===== src/rtl/gclk_pkg.sv =====
package gclk_pkg;

  // Run condition for one output: all three sources must agree.
  function automatic logic run_cond(input logic pin_ok, input logic sw_bit, input logic allow);
    return pin_ok & sw_bit & allow;
  endfunction

  // Cycles from a pin change (after edge j) to the first edge that reflects it.
  function automatic int unsigned pin_latency(input int unsigned sync_stages);
    return sync_stages + 2;
  endfunction

  // Cycles from a register-bit or allow change to the first edge that reflects it.
  function automatic int unsigned reg_latency();
    return 2;
  endfunction

endpackage


===== src/rtl/gclk_sync_bank.sv =====
module gclk_sync_bank #(
  parameter int unsigned WIDTH   = 6,
  parameter int unsigned STAGES  = 2,
  parameter logic        RST_VAL = 1'b1
) (
  input  logic             clk_i,
  input  logic             rst_ni,
  input  logic [WIDTH-1:0] async_i,
  output logic [WIDTH-1:0] sync_o
);

  localparam int unsigned LAST = STAGES - 1;

  for (genvar b = 0; b < WIDTH; b++) begin : g_bit
    logic [STAGES-1:0] chain_q;

    always_ff @(posedge clk_i or negedge rst_ni) begin
      if (!rst_ni) begin
        chain_q <= {STAGES{RST_VAL}};
      end else begin
        chain_q <= {chain_q[STAGES-2:0], async_i[b]};
      end
    end

    assign sync_o[b] = chain_q[LAST];
  end

endmodule


===== src/rtl/gclk_gate_cell.sv =====
module gclk_gate_cell (
  input  logic clk_i,
  input  logic rst_ni,
  input  logic pin_ok_i,
  input  logic sw_en_i,
  input  logic allow_i,
  output logic clk_o
);

  logic req_q;   // rising-edge request
  logic gate_q;  // falling-edge gate, changes only in low phase

  always_ff @(posedge clk_i or negedge rst_ni) begin
    if (!rst_ni) req_q <= 1'b0;
    else         req_q <= gclk_pkg::run_cond(pin_ok_i, sw_en_i, allow_i);
  end

  always_ff @(negedge clk_i or negedge rst_ni) begin
    if (!rst_ni) gate_q <= 1'b0;
    else         gate_q <= req_q;
  end

  assign clk_o = clk_i & gate_q;

  // gate seen at a rising edge equals the request latched one edge earlier
  a_r4_gate_tracks_req: assert property (@(posedge clk_i) disable iff (!rst_ni)
    gate_q == req_q);

  // a low register bit blocks the gate for the next high phase
  a_r1_sw_bit_blocks: assert property (@(posedge clk_i) disable iff (!rst_ni)
    $past(!sw_en_i) |-> !gate_q);

  // a low global allow blocks the gate for the next high phase
  a_r2_allow_blocks: assert property (@(posedge clk_i) disable iff (!rst_ni)
    $past(!allow_i) |-> !gate_q);

  // a low synchronized pin keeps the gate closed one edge later
  a_r6_sync_pin_blocks: assert property (@(posedge clk_i) disable iff (!rst_ni)
    !pin_ok_i |=> !gate_q);

endmodule


===== src/rtl/gclk_fanout.sv =====
module gclk_fanout #(
  parameter int unsigned NUM_OUT     = 6,
  parameter int unsigned SYNC_STAGES = 2
) (
  input  logic               clk_src,
  input  logic               rst_n,
  input  logic [NUM_OUT-1:0] pin_en,
  input  logic [NUM_OUT-1:0] sw_en,
  input  logic               out_allow,
  output logic [NUM_OUT-1:0] clk_out
);

  localparam int unsigned PIN_LAT = gclk_pkg::pin_latency(SYNC_STAGES);
  localparam int unsigned REG_LAT = gclk_pkg::reg_latency();

  // every latency inside the 2..6 cycle window
  initial begin
    a_r8_latency_window: assert (PIN_LAT >= 2 && PIN_LAT <= 6 && REG_LAT >= 2 && SYNC_STAGES >= 2);
  end

  logic [NUM_OUT-1:0] pin_synced;

  gclk_sync_bank #(
    .WIDTH  (NUM_OUT),
    .STAGES (SYNC_STAGES),
    .RST_VAL(1'b1)
  ) i_sync (
    .clk_i  (clk_src),
    .rst_ni (rst_n),
    .async_i(pin_en),
    .sync_o (pin_synced)
  );

  for (genvar i = 0; i < NUM_OUT; i++) begin : g_out
    gclk_gate_cell i_cell (
      .clk_i   (clk_src),
      .rst_ni  (rst_n),
      .pin_ok_i(pin_synced[i]),
      .sw_en_i (sw_en[i]),
      .allow_i (out_allow),
      .clk_o   (clk_out[i])
    );
  end

endmodule


===== config.mk =====
export PLATFORM = sky130hd
export DESIGN_NAME = gclk_fanout
export DESIGN_NICKNAME = d
export VERILOG_FILES = /design/src/rtl/gclk_pkg.sv /design/src/rtl/gclk_sync_bank.sv /design/src/rtl/gclk_gate_cell.sv /design/src/rtl/gclk_fanout.sv
export SDC_FILE = /design/constraint.sdc
export NUM_CORES = 1
export LEC_CHECK = 0
export ABC_AREA = 1
export BUFFER_PORTS_ARGS = -buffer_cell sky130_fd_sc_hd__buf_2
export CORE_MARGIN = 2
export CORE_UTILIZATION = 30
export DETAILED_ROUTE_END_ITERATION = 6
export GPL_ROUTABILITY_DRIVEN = 0
export PLACE_DENSITY_LB_ADDON = 0.25
export SETUP_SLACK_MARGIN = 0.3
export SYNTH_ARGS = -nofsm -noshare
export SYNTH_HDL_FRONTEND = slang
export SYNTH_HIERARCHICAL = 1
export SYNTH_SLANG_ARGS = --single-unit

===== constraint.sdc =====
create_clock -name clk_src -period 1.9 [get_ports clk_src]
set_clock_uncertainty 0.15 [all_clocks]
set_input_delay 0.095 -clock clk_src [delete_from_list [all_inputs] [get_ports clk_src]]
set_output_delay 0.095 -clock clk_src [all_outputs]
set_load 0.01 [all_outputs]

After elaboration in Yosys (flattened, before gate mapping)
Index checks and enable logic that the tools add are counted.
{ "classes": {"n_addsub": 0, "mul": 0, "div_mod_pow": 0, "order_cmp": 0, "n_eq_ne": 0, "n_shift": 0, "muxes": 0, "n_bitwise": 18, "n_reduce_logical": 0} }
{ "ops": {"columns": ["operator", "n"], "rows": [
  ["$and 1x1->1", 18]
]} }
{ "totals": {"register_bits": 24, "latchBits": 0, "ram_bits": 0, "romBits": 0, "out_inout_bits": 6, "elab_cells": 36, "n_memories": 0} }

Longest topological paths before layout
Gate-level depths: netlist of the first run.
{ "logic_depth": {"ltp_word": 2, "mapped_depth": 3, "mapped_depth_nobuf": 2} }

Modules after synthesis
The synthesis of the first run kept the hierarchy.
{ "by_module_without_submodules": {"columns": ["mod", "n_inst", "cells_per_inst", "area_per_inst_um2", "seq_area_each_um2"], "rows": [
  ["gclk_gate_cell", 6, 7, 71.3, 50.0],
  ["gclk_sync_bank", 1, 18, 360.3, 315.3]
]} }

==> results of run 1 <==
cells in the mapped netlist:
library cell / n
buf_4: 6
dfrtp_1: 6
dfstp_2: 12
nor2_2: 6
dfrtn_1: 6
inv_1: 12
nand2_1: 12
cell families (layout without fill, tap and decap cells):
family                 after synthesis  in the layout  share of synthesized area
buffers and inverters               18             61                      0.114
DFF                                 24             24                      0.781
and+or+nand+nor                     18             18                      0.105
power groups by stage:
stage / Combinational (mW) / Sequential (mW) / Clock, mW
2_1_floorplan: 0.0186 / 0.557 / 0.0307
3_3_place_gp: 0.0363 / 0.558 / 0.0456
3_5_place_dp: 0.0378 / 0.559 / 0.0456
4_1_cts: 0.0664 / 0.550 / 0.491
5_1_grt: 0.0739 / 0.553 / 0.551
6_report: 0.0659 / 0.550 / 0.485
sequential cells by signal (all words and copies together) (netlist names):
signal and cells:
g_out.i_cell/gate_q 6, g_out.i_cell/req_q 6, i_sync/g_bit.chain_q 12
timing repair:
action | 4_1_cts | 5_1_grt
endpoints found under the setup margin | 18 | 18
setup buffers | 0 | 0
pin swaps | 1 | 1
resized for setup | 7 | 3
hold buffers | 20 | 0
endpoints found under the hold margin | 30 | 0
metrics by stage:
| step | util | instances | setup WS [ns] | area [um2] | total power [mW] |
|---|---|---|---|---|---|
| finish | 0.482 | 133 | -0.304 | 1190 | 1.10 |
| global route | 0.482 | 133 | -0.379 | 1190 | 1.18 |
| CTS | 0.480 | 133 | -0.327 | 1190 | 1.11 |
| detailed placement | 0.359 | 105 | 0.142 | 888 | 0.642 |
| global placement | 0.359 | 105 | 0.151 | 888 | 0.640 |
| floorplan | - | 60 | 0.232 | 788 | 0.607 |
metal layers:
metal / track usage / vias to the layer above
met4: 0.146 / 0
met1: 0.0780 / 244
li1: - / 248
met3: 0.0585 / 2
met2: 0.146 / 20
met5: 0 / -
worst min path at each step:
stage	from	end	slack, ns	cells after the start
2_1_floorplan	rst_n	g_out[0].i_cell/req_q	-0.35	0
3_3_place_gp	rst_n	g_out[1].i_cell/req_q	-0.17	1
3_5_place_dp	rst_n	g_out[1].i_cell/req_q	-0.16	1
4_1_cts	rst_n	i_sync/g_bit[0].chain_q[0]	0.14	2
5_1_grt	pin_en[0]	i_sync/g_bit[0].chain_q[0]	0.12	2
6_report	rst_n	i_sync/g_bit[0].chain_q[0]	0.15	2
area by class of cell:
class | instances | area [um2]
flip-flops and latches | 24 | 616
clock buffers | 14 | 131
clock inverters | 6 | 22.5
multi-input cells | 18 | 87.6
well taps | 30 | 37.5
repair buffers | 35 | 278
fillers | 233 | 1280
inverters | 6 | 22.5
==> summary.txt, run 1 <==
Status
  • Outcome: complete, but fails checks
  • Violated checks: setup timing

Critical path
  • Critical path launch point type: register
  • Crit-path cells: nand2_2 > inv_2 > buf_6
  • Worst setup path end: clk_out[1]
  • R2R Path Start: g_out[3].i_cell/req_q
  • R2R Setup Slk: 0.28 ns
  • Crit. path cell count: 3
  • Crit path DAT: 1.96 ns
  • Slowest cell delay on critical path: 0.41 ns
  • Worst setup path start: g_out[1].i_cell/gate_q
  • Buffers & Inverters on Critical Path: 2
  • Family with the most delay on the worst path: flip-flops
  • R2R Path End: g_out[3].i_cell/gate_q
  • Crit. End Element: output port
  • Cell count of the worst reg-to-reg path: 0
  • Crit-path slowest cell: dfrtn_1
  • Crit path max fanout: 1
  • Setup CP Type: reg -> out
  • Req. time, crit path: 1.65 ns

Power and ir drop
  • Clock power frac: 0.441
  • Sw frac: 0.241
  • Seq pwr share: 0.500
  • Int Pwr: 836 uW
  • Power per cell area: 922 nW/um2
  • Peak VDD IR: 586 uV
  • Total net switching power: 265 uW
  • Gate power share: 0.060
  • Leakage Power: 0.623 nW

Floorplanning
  • Die height: 55.3 um
  • Die Width: 55.3 um
  • Cell Rows: 18
  • Die ar.: 3050 um2
  • Starting Density: 0.318
  • Core ar.: 2480 um2
  • Top-Level Pins: 21

Routing
  • DRT met1 WL: 413 um
  • Antenna Nets Post-Route: 0
  • First-pass DRT Iterations: 2
  • DRC viols: 0
  • Iteration-0 DRC Markers: 3
  • Max layer used: met4
  • Met3 routed WL: 91 um
  • Routed vias/inst: 3.86
  • Via Count: 514
  • Met2 wire len: 686 um
  • Avg WL per Cell: 9.08 um
  • Routed WL: 1210 um

Global route
  • Tot GR Track Use: 0.101
  • Largest net degree at the start of global routing: 14
  • Antenna violations before repair: 0
  • First-pass GRT wire length: 2120 um
  • Vias in the first global route: 603
  • Gr ovfl total: 0

Placement
  • DP HPWL: 672 um
  • Port buffer count: 20

Clocking
  • Clock transition at path regs: 0.12 ns
  • CTS tree: done
  • Clock Latency Late Sink: 0.41 ns

Logic synthesis
  • Cell taking the most area after synthesis: dfstp_2
  • Synth Cell Area: 788 um2
  • Synthesized Nets: 75
  • Synth top area share: 0.400
  • Ys Warns: 6
  • Syn avg cell area: 13.1 um2
  • Cells after synthesis: 60
  • Register area share after synthesis: 0.781
  • Synthesized flop and latch total: 24
  • Unique masters post-synth: 7
  • Largest cells by area after synthesis: dfstp_2 (40%), dfrtn_1 (19%), dfrtp_1 (19%), buf_4 (5.7%), inv_1 (5.7%)

Cells and area
  • ANT cells: 0
  • Final Net Count: 119
  • Most frequent cells in the layout: dlygate4sd3_1 (20), buf_2 (14), dfstp_2 (12)
  • Layout cells sized above 1: 0.524
  • Most common cell after layout, fill and taps aside: dlygate4sd3_1
  • P&R area growth vs syn: 51.6%

Timing
  • Unrepaired setup endpoints after global routing: yes
  • Final setup margin: -0.304 ns
  • Final Hold Fails: 0
  • Max Slew Vio Count: 0
  • Setup_tns: -1.79 ns
  • Tightest Pin Transition: 0.248 ns
  • # setup viols final: 12
  • WHS: 0.152 ns
  • Slew margin rel.: 0.835

Worst hold path
  • HP Class: in -> async

Run
  • Max_cap viols: 0
(Power assumes the default switching activity.)
==> run 2: changes to the inputs <==
CORE_ASPECT_RATIO = 1.5   (was unset)
==> summary.txt, run 2 (synthesis gave the netlist of run 1 again) <==
Status
  • Outcome: complete, but fails checks
  • Violated checks: setup timing

Cells and area
  • P&R area growth vs syn: 48.6%
  • Post-route cell area: 1170 um2
  • Final Net Count: 119
  • Non-filler cells, final: 126
  • Layout cells sized above 1: 0.510
  • Most frequent cells in the layout: dlygate4sd3_1 (20), buf_2 (14), nand2_1 (12), dfstp_2 (12), clkbuf_4 (7)
  • ANT cells: 0
  • Util after Layout: 0.473
  • Most common cell after layout, fill and taps aside: dlygate4sd3_1
  • Register with the most flip-flops: i_sync/g_bit.chain_q
  • Fillers: 229
  • Number of flip-flops under the largest register name: 12
  • Top Registers: i_sync/g_bit.chain_q: 12 flops, g_out.i_cell/gate_q: 6 flops, g_out.i_cell/req_q: 6 flops

Timing
  • Max Slew Vio Count: 0
  • # setup viols final: 12
  • Setup_tns: -1.77 ns
  • Final setup margin: -0.301 ns
  • Unrepaired setup endpoints after global routing: yes
  • Tightest Pin Transition: 0.270 ns
  • Final Hold Fails: 0
  • Slew margin rel.: 0.820

Power and ir drop
  • Seq pwr share: 0.530
  • Int Pwr: 794 uW
  • Gate power share: 0.064
  • Peak VDD IR: 609 uV
  • Sw frac: 0.235
  • Leakage Power: 0.618 nW
  • Power per cell area: 887 nW/um2
  • Clock power frac: 0.406
  • Total net switching power: 244 uW

Critical path
  • Req. time, crit path: 1.65 ns
  • Crit path max fanout: 1
  • Critical path launch point type: register
  • R2R Path End: g_out[2].i_cell/gate_q
  • Family with the most delay on the worst path: flip-flops
  • R2R Path Start: g_out[2].i_cell/req_q
  • Crit path DAT: 1.96 ns
  • Buffers & Inverters on Critical Path: 2
  • R2R Setup Slk: 0.29 ns
  • Setup CP Type: reg -> out
  • Slowest cell delay on critical path: 0.40 ns
  • Crit. End Element: output port
  • Cell count of the worst reg-to-reg path: 0
  • Crit-path cells: nand2_1 > inv_2 > buf_6
  • Crit-path slowest cell: dfrtn_1

Placement
  • Pre-CTS setup slack: 0.147 ns
  • DP HPWL: 640 um
  • Port buffer count: 20
  • Post-Place Cells: 99
  • Placed inst area: 881 um2

Routing
  • Iteration-0 DRC Markers: 10
  • DRC viols: 0
  • Antenna Nets Post-Route: 0
  • Routed vias/inst: 3.94
  • Via Count: 497
  • Routed WL: 1240 um
  • Avg WL per Cell: 9.85 um
  • First-pass DRT Iterations: 4

Floorplanning
  • Starting Density: 0.318
  • Core ar.: 2480 um2
  • Die Width: 45.9 um
  • Cell Rows: 22
  • Top-Level Pins: 21
  • Die height: 66.8 um
  • Die ar.: 3060 um2

Global route
  • Antenna violations before repair: 0
  • Largest net degree at the start of global routing: 13
  • Vias in the first global route: 597
  • Tot GR Track Use: 0.104
  • Gr ovfl total: 0
  • First-pass GRT wire length: 1980 um

Clocking
  • Clock transition at path regs: 0.12 ns
  • Post-CTS setup buffers: 0
  • Clock Latency Late Sink: 0.40 ns
  • CTS tree: done

Worst hold path
  • HP Class: in -> reg
  • Hold Path Cell Cnt: 2
  • Hold EP: i_sync/g_bit[0].chain_q[0]
  • Hold Crit Start: pin_en[0]

Run
  • Max_cap viols: 0
[run 2: cell types whose count changed in the layout (fill, tap and decap cells not counted)]
cell,change
nand2_1,+2
clkbuf_4,+1
buf_8,-1
clkbuf_1,-1
nand2_2,-2
[run 2: area by class of cell]
type	instances	area [um2]	area share
timing repair buffer	35	278	0.237
clock inverter	6	22.5	0.0192
multi-input combinational	18	82.6	0.0705
clock buffer	13	120	0.103
sequential	24	616	0.526
inverter	6	22.5	0.0192
tap	24	30.0	0.0256
[run 2: stage by stage]
step                      hold WS (ns)  power [mW]
after floorplan                 -0.351       0.607
after global placement          -0.157       0.640
after detailed placement        -0.150       0.642
after CTS                        0.141        1.07
after global routing             0.141        1.10
final                            0.164        1.04
[run 2: layer usage]
metal,track usage,up-vias,part of all wire
li1,-,247,-
met1,0.0632,228,0.35
met2,0.170,22,0.59
met3,0.0569,0,0.060
met4,0.132,0,0
met5,0,-,0
[run 2: worst max path at each step]
stage | from | cells past startpoint | to
final | g_out[3].i_cell/gate_q | 3 | clk_out[3]
after global routing | g_out[1].i_cell/gate_q | 3 | clk_out[1]
after CTS | g_out[3].i_cell/gate_q | 3 | clk_out[3]
after detailed placement | g_out[3].i_cell/gate_q | 3 | clk_out[3]
after global placement | g_out[5].i_cell/gate_q | 3 | clk_out[5]
after floorplan | g_out[0].i_cell/gate_q | 2 | clk_out[0]
[run 2: timing repair]
item                                    4_1_cts  5_1_grt
resized for setup                             6        0
hold buffers                                 20        0
cloned                                        0        0
hold endpoints to repair                     30        0
endpoints found under the setup margin       18       18
pin swaps                                     1        1
[run 2: power groups by stage]
stage	registers, mW	clock network, mW	logic [mW]
2_1_floorplan	0.557	0.0307	0.0186
3_3_place_gp	0.558	0.0456	0.0363
3_5_place_dp	0.559	0.0456	0.0380
4_1_cts	0.550	0.451	0.0668
5_1_grt	0.553	0.476	0.0740
6_report	0.550	0.422	0.0665
